[config.mk]
export PLATFORM = sky130hd
export DESIGN_NAME = odsp_dispatch
export DESIGN_NICKNAME = d
export VERILOG_FILES = /design/src/rtl/odsp_pkg.sv /design/src/rtl/odsp_group_classify.sv /design/src/rtl/odsp_ug0_map.sv /design/src/rtl/odsp_ug1_map.sv /design/src/rtl/odsp_opt_gate.sv /design/src/rtl/odsp_dispatch.sv
export SDC_FILE = /design/constraint.sdc
export NUM_CORES = 1
export LEC_CHECK = 0
export BUFFER_PORTS_ARGS = -buffer_cell sky130_fd_sc_hd__buf_4
export CORE_ASPECT_RATIO = 1.5
export CORE_MARGIN = 3
export CORE_UTILIZATION = 45
export DETAILED_ROUTE_END_ITERATION = 7
export GPL_ROUTABILITY_DRIVEN = 0
export GPL_TIMING_DRIVEN = 0
export PLACE_DENSITY = 0.88
export SYNTH_ARGS = -nofsm -noshare
export SYNTH_HDL_FRONTEND = slang
export SYNTH_SLANG_ARGS = --single-unit
[constraint.sdc]
create_clock -name clk_i -period 1.8 [get_ports clk_i]
set_input_delay 0.18 -clock clk_i [delete_from_list [all_inputs] [get_ports clk_i]]
set_output_delay 0.18 -clock clk_i [all_outputs]
set_load 0.005 [all_outputs]
[src/rtl/odsp_pkg.sv]
package odsp_pkg;

    localparam int WORD_W  = 16;
    localparam int MOD_W   = 4;
    localparam int TGT_N   = 13;

    // target indices: select bit i and enable bit i belong together
    localparam int T_ARITH = 0;
    localparam int T_FLOAT = 1;
    localparam int T_FFORT = 2;
    localparam int T_XMEM  = 3;
    localparam int T_DSYS  = 4;
    localparam int T_SCI   = 5;
    localparam int T_DINT  = 6;
    localparam int T_OSAS  = 7;
    localparam int T_IOP   = 8;
    localparam int T_VEC   = 9;
    localparam int T_SIG   = 10;
    localparam int T_MMAP  = 11;
    localparam int T_XIG   = 12;

    localparam logic [WORD_W-1:0] REMAP_XOR = 16'o000620;
    localparam logic [WORD_W-1:0] SMALL_NOP = 16'o101100;

    typedef enum logic [1:0] {
        MDL_SMALL = 2'd0,
        MDL_M     = 2'd1,
        MDL_E     = 2'd2,
        MDL_F     = 2'd3
    } model_e;

    typedef enum logic [1:0] {
        GRP_NONE  = 2'd0,
        GRP_ARITH = 2'd1,
        GRP_UG0   = 2'd2,
        GRP_UG1   = 2'd3
    } group_e;

    typedef logic [TGT_N-1:0] tgt_vec_t;

    typedef struct packed {
        tgt_vec_t          sel;
        logic [WORD_W-1:0] word;
        group_e            grp;
        logic              trap;
        logic              nop;
    } disp_t;

    function automatic tgt_vec_t tgt_bit(input int idx);
        tgt_vec_t v;
        v = '0;
        v[idx] = 1'b1;
        return v;
    endfunction

endpackage

[src/rtl/odsp_group_classify.sv]
module odsp_group_classify
    import odsp_pkg::*;
(
    input  logic [7:0] op_hi_i,
    output group_e     grp_o
);
    always_comb begin
        unique case (op_hi_i)
            8'o200, 8'o201, 8'o202,
            8'o210, 8'o211:        grp_o = GRP_ARITH;
            8'o212:                grp_o = GRP_UG0;
            8'o203, 8'o213:        grp_o = GRP_UG1;
            default:               grp_o = GRP_NONE;
        endcase
    end
endmodule

[src/rtl/odsp_ug0_map.sv]
module odsp_ug0_map
    import odsp_pkg::*;
(
    input  logic [MOD_W-1:0] mod_i,
    input  model_e           model_i,
    output tgt_vec_t         want_o
);
    always_comb begin
        want_o = '0;
        unique case (mod_i)
            4'd0, 4'd1, 4'd2,
            4'd3, 4'd4, 4'd5:  want_o = tgt_bit(T_FLOAT);
            4'd8, 4'd9:        want_o = tgt_bit(T_FFORT);
            4'd10:             want_o = tgt_bit(T_XMEM);
            4'd12:             want_o = tgt_bit(T_DSYS);
            4'd13:             want_o = (model_i == MDL_F) ? tgt_bit(T_SCI)
                                                           : tgt_bit(T_DINT);
            4'd14:             want_o = tgt_bit(T_OSAS);
            default:           want_o = '0;
        endcase
    end
endmodule

[src/rtl/odsp_ug1_map.sv]
module odsp_ug1_map
    import odsp_pkg::*;
(
    input  logic [MOD_W-1:0] mod_i,
    input  model_e           model_i,
    output tgt_vec_t         want_o,
    output logic             remap_o
);
    always_comb begin
        want_o  = '0;
        remap_o = 1'b0;
        unique case (mod_i)
            4'd0, 4'd1:   want_o = tgt_bit(T_IOP);
            4'd3:         want_o = (model_i == MDL_F) ? tgt_bit(T_VEC)
                                                      : tgt_bit(T_IOP);
            4'd5: begin
                          want_o  = tgt_bit(T_DSYS);
                          remap_o = 1'b1;
            end
            4'd8:         want_o = tgt_bit(T_SIG);
            4'd12, 4'd13: want_o = tgt_bit(T_MMAP);
            4'd14, 4'd15: want_o = tgt_bit(T_XIG);
            default:      want_o = '0;
        endcase
    end
endmodule

[src/rtl/odsp_opt_gate.sv]
module odsp_opt_gate #(
    parameter int N = 13
) (
    input  logic [N-1:0] want_i,
    input  logic [N-1:0] en_i,
    output logic [N-1:0] grant_o,
    output logic         blocked_o
);
    for (genvar g = 0; g < N; g++) begin : g_bit
        assign grant_o[g] = want_i[g] & en_i[g];
    end
    assign blocked_o = (grant_o == '0);
endmodule

[src/rtl/odsp_dispatch.sv]
module odsp_dispatch
    import odsp_pkg::*;
(
    input  logic                  clk_i,
    input  logic                  rst_ni,
    input  logic [WORD_W-1:0]     instr_i,
    input  logic [1:0]            model_i,
    input  logic [TGT_N-1:0]      opt_en_i,
    output logic [TGT_N-1:0]      sel_o,
    output logic [WORD_W-1:0]     word_o,
    output logic [1:0]            group_o,
    output logic                  trap_o,
    output logic                  nop_o
);
    localparam int MOD_LSB = MOD_W;

    model_e            model_w;
    group_e            grp_w;
    logic [MOD_W-1:0]  mod_w;
    tgt_vec_t          ug0_want_w, ug1_want_w, want_w, grant_w;
    logic              ug1_remap_w, blocked_w;
    logic              small_w;

    disp_t             disp_d, disp_q;
    logic              seen_d, seen_q;

    assign model_w = model_e'(model_i);
    assign mod_w   = instr_i[MOD_LSB +: MOD_W];
    assign small_w = (model_w == MDL_SMALL);

    odsp_group_classify i_grp (
        .op_hi_i (instr_i[WORD_W-1 -: 8]),
        .grp_o   (grp_w)
    );

    odsp_ug0_map i_ug0 (
        .mod_i   (mod_w),
        .model_i (model_w),
        .want_o  (ug0_want_w)
    );

    odsp_ug1_map i_ug1 (
        .mod_i   (mod_w),
        .model_i (model_w),
        .want_o  (ug1_want_w),
        .remap_o (ug1_remap_w)
    );

    // requested target before the enables are applied
    always_comb begin
        want_w = '0;
        unique case (grp_w)
            GRP_ARITH: want_w = tgt_bit(T_ARITH);
            GRP_UG0:   want_w = (small_w && opt_en_i[T_IOP]) ? tgt_bit(T_IOP)
                                                             : ug0_want_w;
            GRP_UG1:   want_w = small_w ? '0 : ug1_want_w;
            default:   want_w = '0;
        endcase
    end

    odsp_opt_gate #(.N(TGT_N)) i_gate (
        .want_i    (want_w),
        .en_i      (opt_en_i),
        .grant_o   (grant_w),
        .blocked_o (blocked_w)
    );

    always_comb begin
        disp_d      = '0;
        disp_d.grp  = grp_w;
        disp_d.word = instr_i;
        seen_d      = 1'b1;
        unique case (grp_w)
            GRP_ARITH: begin
                if (!opt_en_i[T_ARITH] && small_w && instr_i == SMALL_NOP) begin
                    disp_d.nop = 1'b1;
                end else begin
                    disp_d.sel  = grant_w;
                    disp_d.trap = blocked_w;
                end
            end
            GRP_UG0: begin
                disp_d.sel  = grant_w;
                disp_d.trap = blocked_w;
            end
            GRP_UG1: begin
                disp_d.sel  = grant_w;
                disp_d.trap = blocked_w;
                if (ug1_remap_w) begin
                    disp_d.word = instr_i ^ REMAP_XOR;
                end
            end
            default: begin
                disp_d.sel  = '0;
            end
        endcase
    end

    always_ff @(posedge clk_i) begin
        if (!rst_ni) begin
            disp_q <= '{sel: '0, word: '0, grp: GRP_NONE, trap: 1'b0, nop: 1'b0};
            seen_q <= 1'b0;
        end else begin
            disp_q <= disp_d;
            seen_q <= seen_d;
        end
    end

    assign sel_o   = disp_q.sel;
    assign word_o  = disp_q.word;
    assign group_o = disp_q.grp;
    assign trap_o  = disp_q.trap;
    assign nop_o   = disp_q.nop;

    // at most one target
    assert_sel_onehot_R12: assert property (@(posedge clk_i) disable iff (!rst_ni)
        $onehot0(sel_o));

    // select, trap and no-op exclusive
    assert_flags_exclusive_R12: assert property (@(posedge clk_i) disable iff (!rst_ni)
        $countones({|sel_o, trap_o, nop_o}) <= 1);

    // words outside every group stay quiet
    assert_none_quiet_R2: assert property (@(posedge clk_i) disable iff (!rst_ni)
        (group_o == 2'd0) |-> (sel_o == '0 && !trap_o && !nop_o));

    // user group 1 on the small model traps
    assert_ug1_small_trap_R8: assert property (@(posedge clk_i) disable iff (!rst_ni)
        (seen_q && $past(model_i == 2'd0 &&
            (instr_i[15:8] == 8'o203 || instr_i[15:8] == 8'o213))) |-> trap_o);

    // a disabled option is never selected
    assert_disabled_unselected_R10: assert property (@(posedge clk_i) disable iff (!rst_ni)
        seen_q |-> ((sel_o & ~$past(opt_en_i)) == '0));

    // only the relocated range changes the forwarded word
    assert_word_pass_R9: assert property (@(posedge clk_i) disable iff (!rst_ni)
        (seen_q && $past(instr_i[7:4] != 4'd5)) |-> (word_o == $past(instr_i)));

endmodule

# ---- Yosys cells after proc, flatten, opt, wreduce, memory -nomap -nowiden
# Cells that the tools add are included.
dict set report totals {
  ff_bits 33
  latchBits 0
  ramBits 0
  mem_bits_ro 0
  output_inout_bits 33
  wordCells 76
  n_memories 0
}
dict set report classes {
  add_sub_neg 0
  n_mul 0
  div_mod_pow 0
  magnitude_cmp 0
  eq_ne 25
  shift 0
  muxes 16
  bitwise 14
  reduce_logical 16
}
# cell n
set op_table {}
lappend op_table {{one-hot mux 13 bit (6 select lines)} 2}
lappend op_table {{equality test 8 bit, second input constant} 8}
lappend op_table {{two-way mux 13 bit} 3}
lappend op_table {{one-hot mux 13 bit (3 select lines)} 1}
lappend op_table {{equality test 4 bit, second input constant} 7}
lappend op_table {{one-hot mux 13 bit (2 select lines)} 1}
lappend op_table {{two-way mux 9 bit} 2}
lappend op_table {{equality test 16 bit, second input constant} 1}
lappend op_table {{bitwise AND 1 bit} 13}
lappend op_table {{logical NOT 13 bit} 1}
lappend op_table {{OR reduction 2 bit} 6}
lappend op_table {{two-way mux 10 bit} 1}
lappend op_table {{equality test 4 x 2 -> 1 bit, second input constant} 2}
lappend op_table {{equality test 4 x 3 -> 1 bit, second input constant} 2}
lappend op_table {{two-way mux 7 bit} 1}
lappend op_table {{equality test 2 bit, second input constant} 3}
lappend op_table {{one-hot mux 2 bit (3 select lines)} 1}
lappend op_table {{OR reduction 6 bit} 1}
lappend op_table {{OR reduction 5 bit} 1}
lappend op_table {{equality test 4 x 1 -> 1 bit, second input constant} 1}
lappend op_table {{logical NOT 4 bit} 1}
lappend op_table {{logical AND 1 bit} 3}
lappend op_table {{two-way mux 1 bit} 3}
lappend op_table {{inverter 3 bit} 1}
lappend op_table {{other kinds (5)} 5}

# ---- Depth between registers and ports, before layout
# Gate-level depths: netlist (run 1).
dict set report depth {
  depth_word 9
  ltp_mapped 6
  mapped_depth_nobuf 5
}

# ---- Cells and area by module
# Synthesis (run 1) repeated with hierarchy kept, for this count alone.
dict set report unflattened {
  cells_unflattened 179
  hier_area_um2 1709.1
}
# module instances cells_per_inst area_each_um2
set by_module_without_submodules {}
lappend by_module_without_submodules {odsp_dispatch 1 120 1263.7}
lappend by_module_without_submodules {odsp_ug1_map 1 17 143.9}
lappend by_module_without_submodules {odsp_opt_gate 1 18 131.4}
lappend by_module_without_submodules {odsp_ug0_map 1 19 131.4}
lappend by_module_without_submodules {odsp_group_classify 1 5 38.8}

# ---- Least setup slack after synthesis (run 1)
# OpenSTA, ideal clock, no wires.
dict set report synth_path {
  path_type {input-to-reg}
  startpoint {in instr_i[14]}
  endpoint {reg disp_q, in the netlist word_o[4]}
  setup_time_ps 122
  arrival_ps 1378
  slack_ps 300
  cell_stages 5
  path_cell_list {or4b_1 buf_6 nor2_4 nand2_2 o311a_1}
}
dict set report synth_between {
  elab_chain_len 5
  word_cells_on_any_way 13
  cone_classes {9 x eq/ne; 2 x mux; 2 x reduce/logical}
}
# element line
set synth_rtl {}
lappend synth_rtl {{from (decl)} odsp_dispatch.sv:6} ;# input logic [WORD_W-1:0] instr_i,
lappend synth_rtl {{equality test 8 bit} odsp_group_classify.sv:8} ;# unique case (op_hi_i)
lappend synth_rtl {{OR reduction 5 bit / OR reduction 2 bit (equally long branches)} odsp_group_classify.sv:8}
lappend synth_rtl {{one-hot mux 2 bit (3 select lines) (*)} odsp_group_classify.sv:8}
lappend synth_rtl {{equality test 2 bit (*)} odsp_dispatch.sv:73} ;# unique case (grp_w)
lappend synth_rtl {{two-way mux 9 bit (*)} odsp_dispatch.sv:73}
lappend synth_rtl {{to (signal assigned)} odsp_dispatch.sv:101} ;# disp_q <= '{sel: '0, word: '0, grp: GRP_NONE, trap: 1'b0, nop: 1'b0};
lappend synth_rtl {{to (signal assigned)} odsp_dispatch.sv:104} ;# disp_q <= disp_d;
lappend synth_rtl {{to (decl)} odsp_dispatch.sv:24} ;# disp_t disp_d, disp_q;
# Every way passes the cells marked *; elsewhere a longest branch is shown, timed or not.
# A chain may end at the register's enable or synchronous reset.

# ---- Worst setup path in the final report (run 1)
dict set report layout_path {
  startpoint {in model_i[1]}
  endpoint {reg disp_q, in the netlist trap_o}
}
dict set report layout_between {
  elab_chain_len 9
  word_cells_on_any_way 28
  cone_classes {1 x eq/ne; 9 x mux; 13 x bitwise; 5 x reduce/logical}
}
# element line
set layout_rtl {}
lappend layout_rtl {{from (decl)} odsp_dispatch.sv:7} ;# input logic [1:0] model_i,
lappend layout_rtl {{equality test 2 bit} {odsp_ug0_map.sv:16, odsp_ug1_map.sv:14}}
lappend layout_rtl {{two-way mux 7 bit / two-way mux 10 bit (equally long branches)} {odsp_ug0_map.sv:16, odsp_ug1_map.sv:14}}
lappend layout_rtl {{one-hot mux 13 bit (6 select lines), on equally long branches} {odsp_ug0_map.sv:10, odsp_ug1_map.sv:12}}
lappend layout_rtl {{two-way mux 13 bit, on equally long branches} {odsp_dispatch.sv:54, odsp_dispatch.sv:56}}
lappend layout_rtl {{one-hot mux 13 bit (3 select lines)} odsp_dispatch.sv:52} ;# unique case (grp_w)
lappend layout_rtl {{bitwise AND 1 bit} odsp_opt_gate.sv:10} ;# assign grant_o[g] = want_i[g] & en_i[g];
lappend layout_rtl {{logical NOT 13 bit} odsp_opt_gate.sv:12} ;# assign blocked_o = (grant_o == '0);
lappend layout_rtl {{two-way mux 1 bit} odsp_dispatch.sv:75} ;# if (!opt_en_i[T_ARITH] && small_w && instr_i == SMALL_NOP) begin
lappend layout_rtl {{one-hot mux 1 bit (2 select lines) (*)} odsp_dispatch.sv:73}
# Marks and branches as above.

==> results of run 1 <==
==> final cells by class <==
cell class              count  area share [%]
clock inverters             2           0.495
plain buffers               8            2.04
inverters                   2           0.371
well taps                  39            2.41
clock buffers               6            3.59
flip-flops and latches     33            32.7
repair buffers             64            23.7
multi-input cells         105            34.7
==> kinds of logic (layout without fill, tap and decap cells) <==
family	after synthesis	count (layout)	share of synthesized area, %
buffers and inverters	10	82	3.46
AND/OR/NAND/NOR	85	85	39.3
flip-flops	33	33	46.8
AO/OA/AOI/OAI	20	20	10.5
==> power breakdown <==
group          total (mW)  switching [mW]  internal, mW
logic               0.199          0.0931         0.106
registers           0.755         0.00492         0.750
clock network       0.513           0.246         0.267
total                1.47           0.344          1.12
==> metal layers <==
metal | vias up | global-route usage [%] | share of wire [%]
met5 | - | 0 | 0
met4 | 0 | 11.7 | 2.0
li1 | 670 | - | -
met2 | 51 | 36.0 | 55
met1 | 634 | 20.1 | 38
met3 | 6 | 5.61 | 5.7
==> worst max-delay path, delay by kind of cell <==
family	cells	cell delay (ns)
and+or+nand+nor	5	1.33
buffers and inverters	1	0.14
==> worst max-delay path by stage <==
stage | endpoint | slack (ns) | cells after the start | from
after global placement | trap_o | 0.13 | 6 | model_i[1]
after CTS | sel_o[12] | 0.41 | 6 | instr_i[14]
final | trap_o | 0.37 | 6 | model_i[1]
after floorplan | word_o[4] | 0.30 | 5 | instr_i[14]
after detailed placement | trap_o | 0.1 | 7 | instr_i[14]
after global routing | trap_o | 0.32 | 7 | instr_i[14]
==> state kept, by name (all words and copies together), names as in the netlist <==
signal and count:
sel_o 13, group_o 2, nop_o 1, word_o 16, trap_o 1
==> cell usage in the layout (no fill, tap or decap), types with 5 or more instances in the layout <==
master    instances
nor2_1           14
buf_4            65
nand2_1          10
dfxtp_1          33
clkbuf_1          7
nand2b_1          7
clkbuf_8          5
and2_1           13
nor4_1            8
==> stage by stage <==
stage / hold WS, ns / setup WS [ns] / cells
floorplan: 0.294 / 0.300 / 148
finish: 0.110 / 0.370 / 259
detailed placement: 0.399 / 0.0978 / 251
CTS: 0.102 / 0.414 / 259
global placement: 0.392 / 0.129 / 251
global route: 0.105 / 0.323 / 259
==> metrics.md, run 1 <==
| Metric | Value |
|---|---|
| Max stage delay on crit path | `0.68 ns` |
| DR WL/cell | `13.8 um` |
| Initial antenna violation count | `0` |
| Syn nets | `181` |
| Lkg Pwr | `0.888 nW` |
| Total negative slack | `0 ns` |
| EDFF count, synth | `0` |
| Slowest cell on crit path | `nor3b_1` |
| Crit end category | `register` |
| Total chip power | `1.47 mW` |
| Status | `completed` |
| Synth top cells by count | `dfxtp_1 (33), nor2_1 (14), and2_1 (13), nand2_1 (10), nor4_1 (8)` |
| Register area | `661 um^2` |
| Fraction of layout cells with a size suffix above 1 | `36.8%` |
| Fin. max-slew vios | `0` |
| Final Setup Violations | `0` |
| CTS hold repair buffers | `0` |
| Post-synth cell types | `43` |
| Min-delay worst type | `input pin to register` |
| GRT Util Overall | `20.0%` |
| Leading cell type by number of instances after synthesis | `dfxtp_1` |
| CTS Sinks | `33` |
| Leading area contributor after synthesis | `dfxtp_1` |
| CTS max path bufs | `2` |
| Final period utilization | `79.4%` |
| Slew HR | `45.6%` |
| RSZ-0062 raised after global routing | `no` |
| Total CTS buffers | `5` |
| Die ar. | `3860 um^2` |
| N_diodes | `0` |
| Synth area leaders | `dfxtp_1 (47%), and2_1 (5.8%), nor2_1 (3.7%), nor4_1 (3.5%), nand2b_1 (3.1%)` |
| Final Core Density | `68.8%` |
| Area post-placement | `1940 um^2` |
| Post-synthesis register bit count | `33` |
| Core area | `2940 um^2` |
| Clock Pin Slew Worst Setup and Hold Paths | `0.06 ns` |
| Buffers on Ports | `64` |
| Drt first pass iters | `4` |
| Clock Tree Root | `clkbuf_8` |
| Vias/cell | `5.25` |
| Postcts setup bufs | `0` |
| Number of I/O pins | `66` |
| DIE HEIGHT | `74.6 um` |
| Vias in the first global route | `1313` |
| Worst Hold Path EP | `word_o[1]` |
| Post_cts resized | `0` |
| Layout Nets | `252` |
| Startpoint types | `input pin` |
| CTS tree | `built` |
| Post-synthesis sequential area ratio | `46.8%` |
| PwrDens | `725 nW/um^2` |
| H-tree depth | `2` |
| Worst-path cell chain | `buf_4, nor3b_1, nor3_1, nand3_1, nand4b_4, nor3_2` |
| Critical path fanouts, max | `8` |
| Post-synth top area share | `46.8%` |
| First-pass GRT wire length | `5660 um` |
| Die W | `51.7 um` |
| YS warnings | `0` |
| Starting DRT DRC Count | `32` |
| Syn Area/Cell | `9.54 um^2` |
| DRC | `0` |
| Initial Utilization | `48.0%` |
| Tightest Pin Transition | `0.815 ns` |
| Routed Antenna Nets | `0` |
| Post-synth ARST share | `0%` |
| F_max | `0.699 GHz` |
| Row cnt | `24` |
| Largest net degree at the start of global routing | `11` |
| Detailed placer's ending HPWL | `2860 um` |
| Final hold vios | `0` |
| Ys flop type | `dfxtp_1` |
| WHS Path Cells | `2` |
| DR vias | `1361` |
| Min Tclk post-route | `1.43 ns` |
| Req. time, crit path | `2.01 ns` |
| Cell area after synthesis | `1410 um^2` |
| GRT Residual Overflow | `0` |
| Routed wire length | `3570 um` |
| Area occupied by multi-input gates | `702 um^2` |
| Area Overhead vs Synth | `43.4%` |
| Fin area | `2020 um^2` |
| Worst Setup Path Type | `input pin to register` |
| Hold Crit Start | `instr_i[1]` |
| Mapped Cells | `148` |
| VDD IR max | `0.000613 V` |
| Max_cap viols | `0` |
| Layout fillers | `252` |
| CP arrival | `1.64 ns` |
(Power assumes the default switching activity.)
==> run 2: changes to the inputs <==
--- a/config.mk
+++ b/config.mk
@@ -8,11 +8,11 @@
 export BUFFER_PORTS_ARGS = -buffer_cell sky130_fd_sc_hd__buf_4
 export CORE_ASPECT_RATIO = 1.5
 export CORE_MARGIN = 3
-export CORE_UTILIZATION = 45
+export CORE_UTILIZATION = 41
 export DETAILED_ROUTE_END_ITERATION = 7
 export GPL_ROUTABILITY_DRIVEN = 0
 export GPL_TIMING_DRIVEN = 0
-export PLACE_DENSITY = 0.88
+export PLACE_DENSITY = 0.85
 export SYNTH_ARGS = -nofsm -noshare
 export SYNTH_HDL_FRONTEND = slang
 export SYNTH_SLANG_ARGS = --single-unit
==> constraint.sdc (replaced) <==
create_clock -name clk_i -period 1.3 [get_ports clk_i]
set_input_delay 0.13 -clock clk_i [delete_from_list [all_inputs] [get_ports clk_i]]
set_output_delay 0.13 -clock clk_i [all_outputs]
set_load 0.005 [all_outputs]
==> metrics.md, run 2 (synthesized netlist as in run 1, its figures left out) <==
| Metric | Value |
|---|---|
| GRT Util Overall | `19.1% (was 20.0%)` |
| Vias in the first global route | `1346 (was 1313)` |
| CTS Sinks | `33 (unchanged)` |
| Clock Pin Slew Worst Setup and Hold Paths | `0.06 ns (about the same)` |
| First-pass GRT wire length | `6020 um (was 5660 um)` |
| RSZ-0062 raised after global routing | `yes (was no)` |
| Die W | `53.9 um (was 51.7 um)` |
| Detailed placer's ending HPWL | `2910 um (was 2860 um)` |
| GRT Residual Overflow | `0 (unchanged)` |
| Most frequent cells in the layout | `buf_4 (66), dfxtp_1 (33), nor2_1 (13), and2_1 (13), nand2_1 (10) (was buf_4 (65), dfxtp_1 (33), nor2_1 (14))` |
| CTS tree | `built (unchanged)` |
| DRC | `0 (unchanged)` |
| Layout Nets | `256 (was 252)` |
| Tightest Pin Transition | `0.486 ns (was 0.815 ns)` |
| Drt first pass iters | `4 (unchanged)` |
| Startpoint types | `input pin (unchanged)` |
| Row cnt | `25 (was 24)` |
| VDD IR max | `0.000634 V (was 0.000613 V)` |
| DR WL/cell | `14.3 um (was 13.8 um)` |
| Die ar. | `4200 um^2 (was 3860 um^2)` |
| Max stage delay on crit path | `0.59 ns (was 0.68 ns)` |
| Final Core Density | `67.1% (was 68.8%)` |
| Layout fillers | `244 (was 252)` |
| N_diodes | `0 (unchanged)` |
| Final Setup Violations | `0 (unchanged)` |
| CP arrival | `1.47 ns (was 1.64 ns)` |
| Min-delay worst type | `input pin to register (unchanged)` |
| Total CTS buffers | `5 (unchanged)` |
| Crit end category | `register (unchanged)` |
| Gr busiest metal | `met2 (unchanged)` |
| Clock Tree Root | `clkbuf_8 (unchanged)` |
| Fin. max-slew vios | `0 (unchanged)` |
| Worst Setup Path Type | `input pin to register (unchanged)` |
| Buffers on Ports | `64 (unchanged)` |
| Slew HR | `67.3% (was 45.6%)` |
| Core area | `3220 um^2 (was 2940 um^2)` |
| Initial antenna violation count | `0 (unchanged)` |
| DIE HEIGHT | `77.9 um (was 74.6 um)` |
| Worst-path cell chain | `buf_6, or4b_4, buf_12, nor2_4, nand2_2, o311a_1 (was buf_4, nor3b_1, nor3_1, nand3_1, nand4b_4, nor3_2)` |
| Routed wire length | `3780 um (was 3570 um)` |
| Commonest non-fill, non-tap cell in the layout | `buf_4 (unchanged)` |
| F_max | `0.770 GHz` |
| Largest net degree at the start of global routing | `11 (unchanged)` |
| Lkg Pwr | `0.942 nW (was 0.888 nW)` |
| PwrDens | `1070 nW/um^2 (was 725 nW/um^2)` |
| Total chip power | `2.31 mW (was 1.47 mW)` |
| Number of I/O pins | `66 (unchanged)` |
| Fraction of layout cells with a size suffix above 1 | `42.9% (was 36.8%)` |
| Area Overhead vs Synth | `53.3% (was 43.4%)` |
| H-tree depth | `2 (unchanged)` |
| Top Family by Delay on Critical Path | `simple AND/OR/NAND/NOR gates (unchanged)` |
| Met1 GRT Util | `20.5% (was 20.1%)` |
| Grt met3 use | `3.84% (was 5.61%)` |
| Vias/cell | `5.27 (was 5.25)` |
| CTS max path bufs | `2 (unchanged)` |
| Starting DRT DRC Count | `48 (was 32)` |
| Status | `completed (unchanged)` |
| Max_cap viols | `0 (unchanged)` |
| Crit path buffers/inverters | `2 (was 1)` |
| Met2 usage | `33.6% (was 36.0%)` |
| Min Tclk post-route | `1.30 ns` |
| Final hold vios | `0 (unchanged)` |
| Slowest cell on crit path | `or4b_4 (was nor3b_1)` |
| Max reg flops | `16 (unchanged)` |
| Initial Utilization | `43.8% (was 48.0%)` |
| Final period utilization | `99.9%` |
| Req. time, crit path | `1.47 ns (was 2.01 ns)` |
| DR vias | `1390 (was 1361)` |
| Routed Antenna Nets | `0 (unchanged)` |
| CTS hold repair buffers | `0 (unchanged)` |
| Critical path fanouts, max | `5 (was 8)` |
==> run 2: changes by cell type in the layout (fill, tap and decap cells not counted), moves of 2 or more <==
cell / previous run / this run
nor4_1: 8 / 5
nor4_2: 0 / 3
buf_12: 0 / 2
clkbuf_1: 7 / 5
clkbuf_2: 0 / 2
clkinv_2: 2 / 0
==> run 2: final timing paths <==
path,from,endpoint,slack (ns),cells past startpoint
worst max-delay path,instr_i[12],word_o[4],0.0008,6
worst min-delay path,instr_i[13],word_o[13],0.05,2
==> run 2: routing by layer <==
layer | wire length, um | vias up
li1 | - | 685
met1 | 1340 | 626
met2 | 2030 | 72
met3 | 326 | 7
met4 | 74 | 0
met5 | 0 | -
==> run 2: power breakdown <==
group / switching [mW] / total [mW] / internal, mW / leakage (nW)
sequential: 0.00665 / 1.05 / 1.04 / 0.270
combinational: 0.138 / 0.295 / 0.156 / 0.614
clock: 0.345 / 0.969 / 0.624 / 0.0585
total: 0.490 / 2.31 / 1.82 / 0.942
==> run 2: metrics by stage <==
step | hold slack (ns) | std cells | setup WS (ns) | area (um^2) | setup TNS, ns
after floorplan | 0.244 | 148 | -0.0774 | 1430 | -0.203
after global placement | 0.343 | 252 | -0.354 | 1960 | -3.23
after detailed placement | 0.347 | 252 | -0.370 | 1960 | -3.25
after CTS | 0.0469 | 262 | -0.0263 | 2140 | -0.0263
after global routing | 0.0602 | 264 | -0.0488 | 2160 | -0.0976
final | 0.0519 | 264 | 0.000810 | 2160 | 0
==> run 2: area by class of cell <==
cell class                      instances  area [um^2]  area share, %
Timing Repair Buffer                   69          551           25.4
Multi-Input combinational cell        105          746           34.5
Clock inverter                          1         30.0           1.39
Clock buffer                            7         86.3           3.99
Tap cell                               40         50.0           2.31
Sequential cell                        33          661           30.5
Buffer                                  7         32.5           1.50
Inverter                                2         7.51          0.347
==> run 2: repair_timing <==
item                                    in CTS  in global routing
endpoints found under the setup margin       4                  4
gates cloned                                 0                  0
pin swaps                                    4                  4
buffers inserted                             3                  2
resized for setup                            6                  4
